File: src/rtl/rxs_pkg.sv
package rxs_pkg;

  typedef struct packed {
    logic start;   // reception begins: clear the bit counter
    logic sample;  // rising serial edge: shift one bit in
    logic load;    // byte complete and buffer free: copy to buffer
  } rxStrobe_t;

  localparam logic [1:0] SEL_CTRL = 2'd0;
  localparam logic [1:0] SEL_STAT = 2'd1;
  localparam logic [1:0] SEL_DATA = 2'd2;

  localparam int CB_RXEN   = 0;
  localparam int CB_AUTO   = 1;
  localparam int CB_RXIE   = 2;
  localparam int CB_ERRIE  = 3;
  localparam int CB_GLOBIE = 4;
  localparam int CTRL_BITS = 5;

  localparam int SB_FULL = 0;
  localparam int SB_OVR  = 1;
  localparam int SB_ERR  = 2;

endpackage

File: src/rtl/rxs_datapath.sv
module rxs_datapath
  import rxs_pkg::*;
#(
  parameter int DATA_W = 8
) (
  input  logic              clk,
  input  logic              rstN,
  input  rxStrobe_t         strb,
  input  logic              serData,
  output logic              lastBit,
  output logic              firstBit,
  output logic [DATA_W-1:0] rxBuf
);
  localparam int CNT_W = (DATA_W > 1) ? $clog2(DATA_W) : 1;
  localparam logic [CNT_W-1:0] LAST_IDX = CNT_W'(DATA_W - 1);

  logic [CNT_W-1:0]  bitCnt;
  logic [DATA_W-1:0] shReg;
  logic [DATA_W-1:0] shNext;

  assign shNext   = {serData, shReg[DATA_W-1:1]};
  assign lastBit  = (bitCnt == LAST_IDX);
  assign firstBit = (bitCnt == '0);

  always_ff @(posedge clk) begin
    if (!rstN) begin
      bitCnt <= '0;
      shReg  <= '0;
      rxBuf  <= '0;
    end else begin
      if (strb.start) begin
        bitCnt <= '0;
      end else if (strb.sample) begin
        shReg  <= shNext;
        bitCnt <= lastBit ? '0 : bitCnt + 1'b1;
      end
      if (strb.load) rxBuf <= shNext;
    end
  end

  // buffer only moves on a load strobe
  a_r6_buffer_held: assert property (@(posedge clk) disable iff (!rstN)
    !strb.load |=> $stable(rxBuf));

  // a start leaves the counter at zero
  a_r10_start_zero: assert property (@(posedge clk) disable iff (!rstN)
    strb.start |=> firstBit);

endmodule

File: src/rtl/rxs_ctrl.sv
module rxs_ctrl
  import rxs_pkg::*;
(
  input  logic      clk,
  input  logic      rstN,
  input  logic      tickEn,
  input  logic      goRx,
  input  logic      bufFull,
  input  logic      lastBit,
  input  logic      firstBit,
  output rxStrobe_t strb,
  output logic      loadEvt,
  output logic      overrunEvt,
  output logic      serClk
);
  logic running;
  logic serClkQ;
  logic riseNow;
  logic byteEnd;
  logic stopNow;

  assign serClk  = serClkQ;
  assign riseNow = running & tickEn & ~serClkQ;
  assign byteEnd = riseNow & lastBit;
  // stop only at a byte boundary with the clock parked high
  assign stopNow = running & serClkQ & firstBit & ~goRx;

  always_comb begin
    strb        = '0;
    strb.start  = ~running & goRx;
    strb.sample = riseNow;
    strb.load   = byteEnd & ~bufFull;
  end

  assign loadEvt    = strb.load;
  assign overrunEvt = byteEnd & bufFull;

  always_ff @(posedge clk) begin
    if (!rstN) begin
      running <= 1'b0;
      serClkQ <= 1'b1;
    end else if (!running) begin
      serClkQ <= 1'b1;
      if (goRx) running <= 1'b1;
    end else if (stopNow) begin
      running <= 1'b0;
    end else if (tickEn) begin
      serClkQ <= ~serClkQ;
    end
  end

  // clock parked high while not receiving
  a_r1_idle_high: assert property (@(posedge clk) disable iff (!rstN)
    !running |-> serClkQ);

  // serial clock moves only on a tick
  a_r2_tick_only: assert property (@(posedge clk) disable iff (!rstN)
    !tickEn |=> $stable(serClkQ));

  // reception ends only between bytes
  a_r8_stop_boundary: assert property (@(posedge clk) disable iff (!rstN)
    $fell(running) |-> ($past(firstBit) && $past(serClkQ)));

endmodule

File: src/rtl/rxs_regs.sv
module rxs_regs
  import rxs_pkg::*;
#(
  parameter int DATA_W = 8
) (
  input  logic              clk,
  input  logic              rstN,
  input  logic [1:0]        regSel,
  input  logic              wrEn,
  input  logic [DATA_W-1:0] wrData,
  output logic [DATA_W-1:0] rdData,
  input  logic [DATA_W-1:0] rxBuf,
  input  logic              loadEvt,
  input  logic              overrunEvt,
  output logic              goRx,
  output logic              bufFull,
  output logic              rxIrq,
  output logic              errIrq
);
  logic rxEn, autoMode, rxIe, errIe, globIe;
  logic overrun, errFlag;
  logic ctrlWr, statWr;
  logic errClr, errSet;
  logic unusedWrBits;

  assign ctrlWr = wrEn & (regSel == SEL_CTRL);
  assign statWr = wrEn & (regSel == SEL_STAT);
  assign errClr = (statWr & (~wrData[SB_OVR] | ~wrData[SB_ERR]))
                | (ctrlWr & (~wrData[CB_ERRIE] | ~wrData[CB_GLOBIE]));
  assign errSet = overrunEvt & errIe & globIe;
  assign unusedWrBits = ^wrData[DATA_W-1:CTRL_BITS];

  always_ff @(posedge clk) begin
    if (!rstN) begin
      rxEn     <= 1'b0;
      autoMode <= 1'b0;
      rxIe     <= 1'b0;
      errIe    <= 1'b0;
      globIe   <= 1'b0;
      bufFull  <= 1'b0;
      overrun  <= 1'b0;
      errFlag  <= 1'b0;
    end else begin
      if (ctrlWr) begin
        rxEn     <= wrData[CB_RXEN];
        autoMode <= wrData[CB_AUTO];
        rxIe     <= wrData[CB_RXIE];
        errIe    <= wrData[CB_ERRIE];
        globIe   <= wrData[CB_GLOBIE];
      end
      if (loadEvt)                              bufFull <= 1'b1;
      else if (statWr && !wrData[SB_FULL])      bufFull <= 1'b0;
      if (overrunEvt)                           overrun <= 1'b1;
      else if (statWr && !wrData[SB_OVR])       overrun <= 1'b0;
      if (errSet)                               errFlag <= 1'b1;
      else if (errClr)                          errFlag <= 1'b0;
    end
  end

  assign goRx   = rxEn & ~autoMode;
  assign rxIrq  = bufFull & rxIe & globIe;
  assign errIrq = errFlag & errIe & globIe;

  always_comb begin
    rdData = '0;
    case (regSel)
      SEL_CTRL: begin
        rdData[CB_RXEN]   = rxEn;
        rdData[CB_AUTO]   = autoMode;
        rdData[CB_RXIE]   = rxIe;
        rdData[CB_ERRIE]  = errIe;
        rdData[CB_GLOBIE] = globIe;
      end
      SEL_STAT: begin
        rdData[SB_FULL] = bufFull;
        rdData[SB_OVR]  = overrun;
        rdData[SB_ERR]  = errFlag;
      end
      SEL_DATA: rdData = rxBuf;
      default:  rdData = '0;
    endcase
  end

  // a load always leaves the buffer marked full
  a_r3_full_after_load: assert property (@(posedge clk) disable iff (!rstN)
    loadEvt |=> bufFull);

  // an overrun event is always recorded
  a_r6_overrun_flag: assert property (@(posedge clk) disable iff (!rstN)
    overrunEvt |=> overrun);

  // error flag never outlives the overrun flag
  a_r7_err_needs_ovr: assert property (@(posedge clk) disable iff (!rstN)
    errFlag |-> overrun);

  // clearing the full flag works when no load competes
  a_r5_full_clear: assert property (@(posedge clk) disable iff (!rstN)
    (statWr && !wrData[SB_FULL] && !loadEvt) |=> !bufFull);

endmodule

File: src/rtl/clk_ser_rx.sv
module clk_ser_rx
  import rxs_pkg::*;
#(
  parameter int DATA_W = 8
) (
  input  logic              clk,
  input  logic              rstN,
  input  logic              tickEn,
  input  logic              serData,
  output logic              serClk,
  input  logic [1:0]        regSel,
  input  logic              wrEn,
  input  logic [DATA_W-1:0] wrData,
  output logic [DATA_W-1:0] rdData,
  output logic              rxIrq,
  output logic              errIrq
);
  rxStrobe_t         strb;
  logic              lastBit, firstBit;
  logic              loadEvt, overrunEvt;
  logic              goRx, bufFull;
  logic [DATA_W-1:0] rxBuf;

  rxs_ctrl u_ctrl (
    .clk        (clk),
    .rstN       (rstN),
    .tickEn     (tickEn),
    .goRx       (goRx),
    .bufFull    (bufFull),
    .lastBit    (lastBit),
    .firstBit   (firstBit),
    .strb       (strb),
    .loadEvt    (loadEvt),
    .overrunEvt (overrunEvt),
    .serClk     (serClk)
  );

  rxs_datapath #(.DATA_W(DATA_W)) u_dp (
    .clk      (clk),
    .rstN     (rstN),
    .strb     (strb),
    .serData  (serData),
    .lastBit  (lastBit),
    .firstBit (firstBit),
    .rxBuf    (rxBuf)
  );

  rxs_regs #(.DATA_W(DATA_W)) u_regs (
    .clk        (clk),
    .rstN       (rstN),
    .regSel     (regSel),
    .wrEn       (wrEn),
    .wrData     (wrData),
    .rdData     (rdData),
    .rxBuf      (rxBuf),
    .loadEvt    (loadEvt),
    .overrunEvt (overrunEvt),
    .goRx       (goRx),
    .bufFull    (bufFull),
    .rxIrq      (rxIrq),
    .errIrq     (errIrq)
  );

endmodule

File: config.mk
export PLATFORM = sky130hd
export DESIGN_NAME = clk_ser_rx
export DESIGN_NICKNAME = d
export VERILOG_FILES = /design/src/rtl/rxs_pkg.sv /design/src/rtl/rxs_datapath.sv /design/src/rtl/rxs_ctrl.sv /design/src/rtl/rxs_regs.sv /design/src/rtl/clk_ser_rx.sv
export SDC_FILE = /design/constraint.sdc
export NUM_CORES = 1
export LEC_CHECK = 0
export ABC_AREA = 1
export BUFFER_PORTS_ARGS = -buffer_cell sky130_fd_sc_hd__buf_2
export CAP_MARGIN = 40
export CORE_ASPECT_RATIO = 0.5
export CORE_MARGIN = 4
export CORE_UTILIZATION = 40
export CTS_BUF_LIST = sky130_fd_sc_hd__clkbuf_8 sky130_fd_sc_hd__clkbuf_16
export DETAILED_ROUTE_END_ITERATION = 12
export PLACE_DENSITY_LB_ADDON = 0.12
export SLEW_MARGIN = 20
export SYNTH_ARGS = -nofsm -noshare
export SYNTH_HDL_FRONTEND = slang
export SYNTH_HIERARCHICAL = 1
export SYNTH_SLANG_ARGS = --single-unit
File: constraint.sdc
create_clock -name clk -period 2.5 [get_ports clk]
set_input_delay 0.25 -clock clk [delete_from_list [all_inputs] [get_ports clk]]
set_output_delay 0.25 -clock clk [all_outputs]
set_load 0.01 [all_outputs]
==> run summary <==
Tcrit/Tclk final: 65.8%
Top reg by flops: u_dp/rxBuf
Synth warn: 6
# diodes: 0
Post-cts repair resize count: 0
Post-CTS Hold Buffers: 0
H-tree depth: 1
Setup CP Type: reg -> reg
Final Hold Fails: 0
Clock Skew: 2.64 ps
CTS tree: done
Highest clock rate: 0.608 GHz
Post-synthesis mux area share: 0%
Reg2Reg Depth: 7
Hold_sp: tickEn
Vias per cell: 4.69
Number of cells on the worst hold path: 3
Adder-cell area share of the yosys netlist: 2.78%
Total iterations of the first detailed-routing run: 4
DR DRC count: 0
DR iter-0 viols: 42
First-pass GRT wire length: 4820 um
RSZ-0062 raised after global routing: false
Clk root buf: clkbuf_8
Crit. End Element: flip-flop
IO Port Bufs: 22
Setup TNS Final: 0 ps
Yosys cell types: 25
Biggest regs: u_dp/rxBuf x8, u_dp/shReg x7, u_dp/bitCnt x3
DRT antenna net count: 0
Max FFs per register: 8
FF+latch count, synth: 28
Placed wire-length estimate: 2090 um
Ratio of cells with drive above 1 in the final layout: 21.1%
GRT overflow: 0
Clk sinks: 28
Largest family of logic cells by synthesized area: simple AND/OR/NAND/NOR gates
All-Layer GR Usage: 13.5%
Setup violators final: 0
Slew margin rel.: 68.7%
Post-Synth Simple-Gate Area: 26.4%
DR WL/cell: 11.1 um
Static Leakage: 0.641 nW
Peak VDD IR: 0.236 mV
Num CTS Buffers: 3
FF-to-FF setup slack: 860 ps
Initial Util: 43.3%
Hold Path Class: in -> reg
Number of setup buffers added after CTS: 0
Compound-gate portion of the synthesized area: 16.8%
Syn Area/Cell: 7.19 um^2
Worst-path clk slew: 90 ps
Vias in the first global route: 1,038
Register area share after synthesis: 41.5%
Worst hold endpoint: u_ctrl/serClk
Final Max Tran Viols: 0
CP startpoint kind: flip-flop
CP Data Arrival Time: 1860 ps
Core footprint: 3120 um^2
Synth Area in XOR/XNOR: 0%
Die Ht: 49.1 um
Mapped Area: 1350 um^2
Pwr Density: 500 nW/um^2
Die width: 90.2 um
Status: finished, final reports clean
CP max FO: 14
Post-synthesis instance total: 188
Clk_lat worst skew: 270 ps
Syn nets: 206
Worst R2R End: u_dp/rxBuf[5]
Final nets: 229
Via count: 1,167
Fin crit period: 1640 ps
Gpl congestion: 0.801
Pin count of the biggest net entering global routing: 26
CP required: 2710 ps
Ports: 26
Final WL: 2780 um
Max-Cap Viols: 0
Layout area overhead: 12.3%
Rows: 14
Measured slew at the worst slew-check pin: 469 ps
Antenna violations before repair: 0
Die ar.: 4430 um^2
Clock Path Buffers: 2
WHS: 225 ps
RR Startpoint: u_ctrl/running
## critical path, stage by stage (launching register included)
cell and delay (ps):
dfxtp_1 420, nand2_2 90, nor2_4 270, nand2_2 120, nor2_1 210, buf_4 230
o21ai_0 110, a21oi_1 140
## routing by layer
layer,share of wire (%),GRT usage (%),vias up
met5,0,0,-
met4,0.68,2.28,0
met3,5.8,5.86,4
met2,41,20.5,16
met1,53,18.0,505
li1,-,-,642
## cell usage in the layout, fill, tap and decap left out, drive strengths merged
cell	Yosys	layout
o221ai	2	2
dfxtp	28	28
clkbuf	0	3
buf	5	23
inv	33	33
nand3	15	15
a21oi	20	20
nor2	29	29
or2	1	1
nand4	1	1
nor3	2	2
nand2	30	30
clkinv	1	1
o21ai	18	18
ha	3	3
## power by group
part	internal [mW]	total, mW	switching, mW	leakage, nW
combinational	0.0204	0.0617	0.0413	0.393
clock	0.108	0.242	0.133	0.0216
sequential	0.451	0.455	0.00402	0.226
## layout make-up
class	count	area (um^2)
well taps	40	50.0
fillers	350	1600
repair buffers	23	118
flip-flops and latches	28	561
multi-input cells	121	621
inverters	34	128
clock buffers	3	41.3
## worst max-delay path by stage
stage	start	end	slack, ps	cells past startpoint
after global placement	u_ctrl/running	u_dp/rxBuf[4]	910	7
final	u_ctrl/running	u_dp/rxBuf[5]	860	7
after CTS	u_ctrl/running	u_dp/rxBuf[5]	870	7
after detailed placement	u_ctrl/running	u_dp/rxBuf[5]	900	7
after global routing	u_ctrl/running	u_dp/rxBuf[4]	710	7
after floorplan	u_dp/bitCnt[0]	u_dp/rxBuf[6]	1150	8
## cells in the mapped netlist
library cell	n	share of area, %
a21oi_1	17	6.3
a21oi_2	3	1.9
buf_2	1	0.37
buf_4	2	1.1
buf_6	2	1.7
clkinv_1	1	0.28
dfxtp_1	28	41
ha_1	3	2.8
inv_1	30	8.3
inv_2	3	0.83
nand2_1	25	6.9
nand2_2	4	1.9
nand2_4	1	0.83
nand3_1	14	5.2
nand3_2	1	0.74
nand4_1	1	0.46
nor2_1	25	6.9
nor2_2	3	1.4
nor2_4	1	0.83
nor3_1	2	0.74
o21ai_0	11	4.1
o21ai_1	5	1.9
o21ai_2	2	1.3
o221ai_1	2	1.3
or2_0	1	0.46
## cells by family after synthesis
logic type	Yosys count
buffers and inverters	39
AO/OA/AOI/OAI	40
AND/OR/NAND/NOR	78
flip-flops	28
adder cells (fa/ha/maj)	3
## stage by stage
stage	power, mW	cell area (um^2)	util (%)	std cells	setup slack, ps
after CTS	0.771	1520	48.7	249	874
after detailed placement	0.527	1480	47.4	246	904
after floorplan	0.502	1350	-	188	1150
after global routing	0.799	1520	48.7	249	711
final	0.759	1520	48.7	249	856
after global placement	0.526	1480	47.4	246	915
No activity file was read; power rests on OpenSTA's default activity.
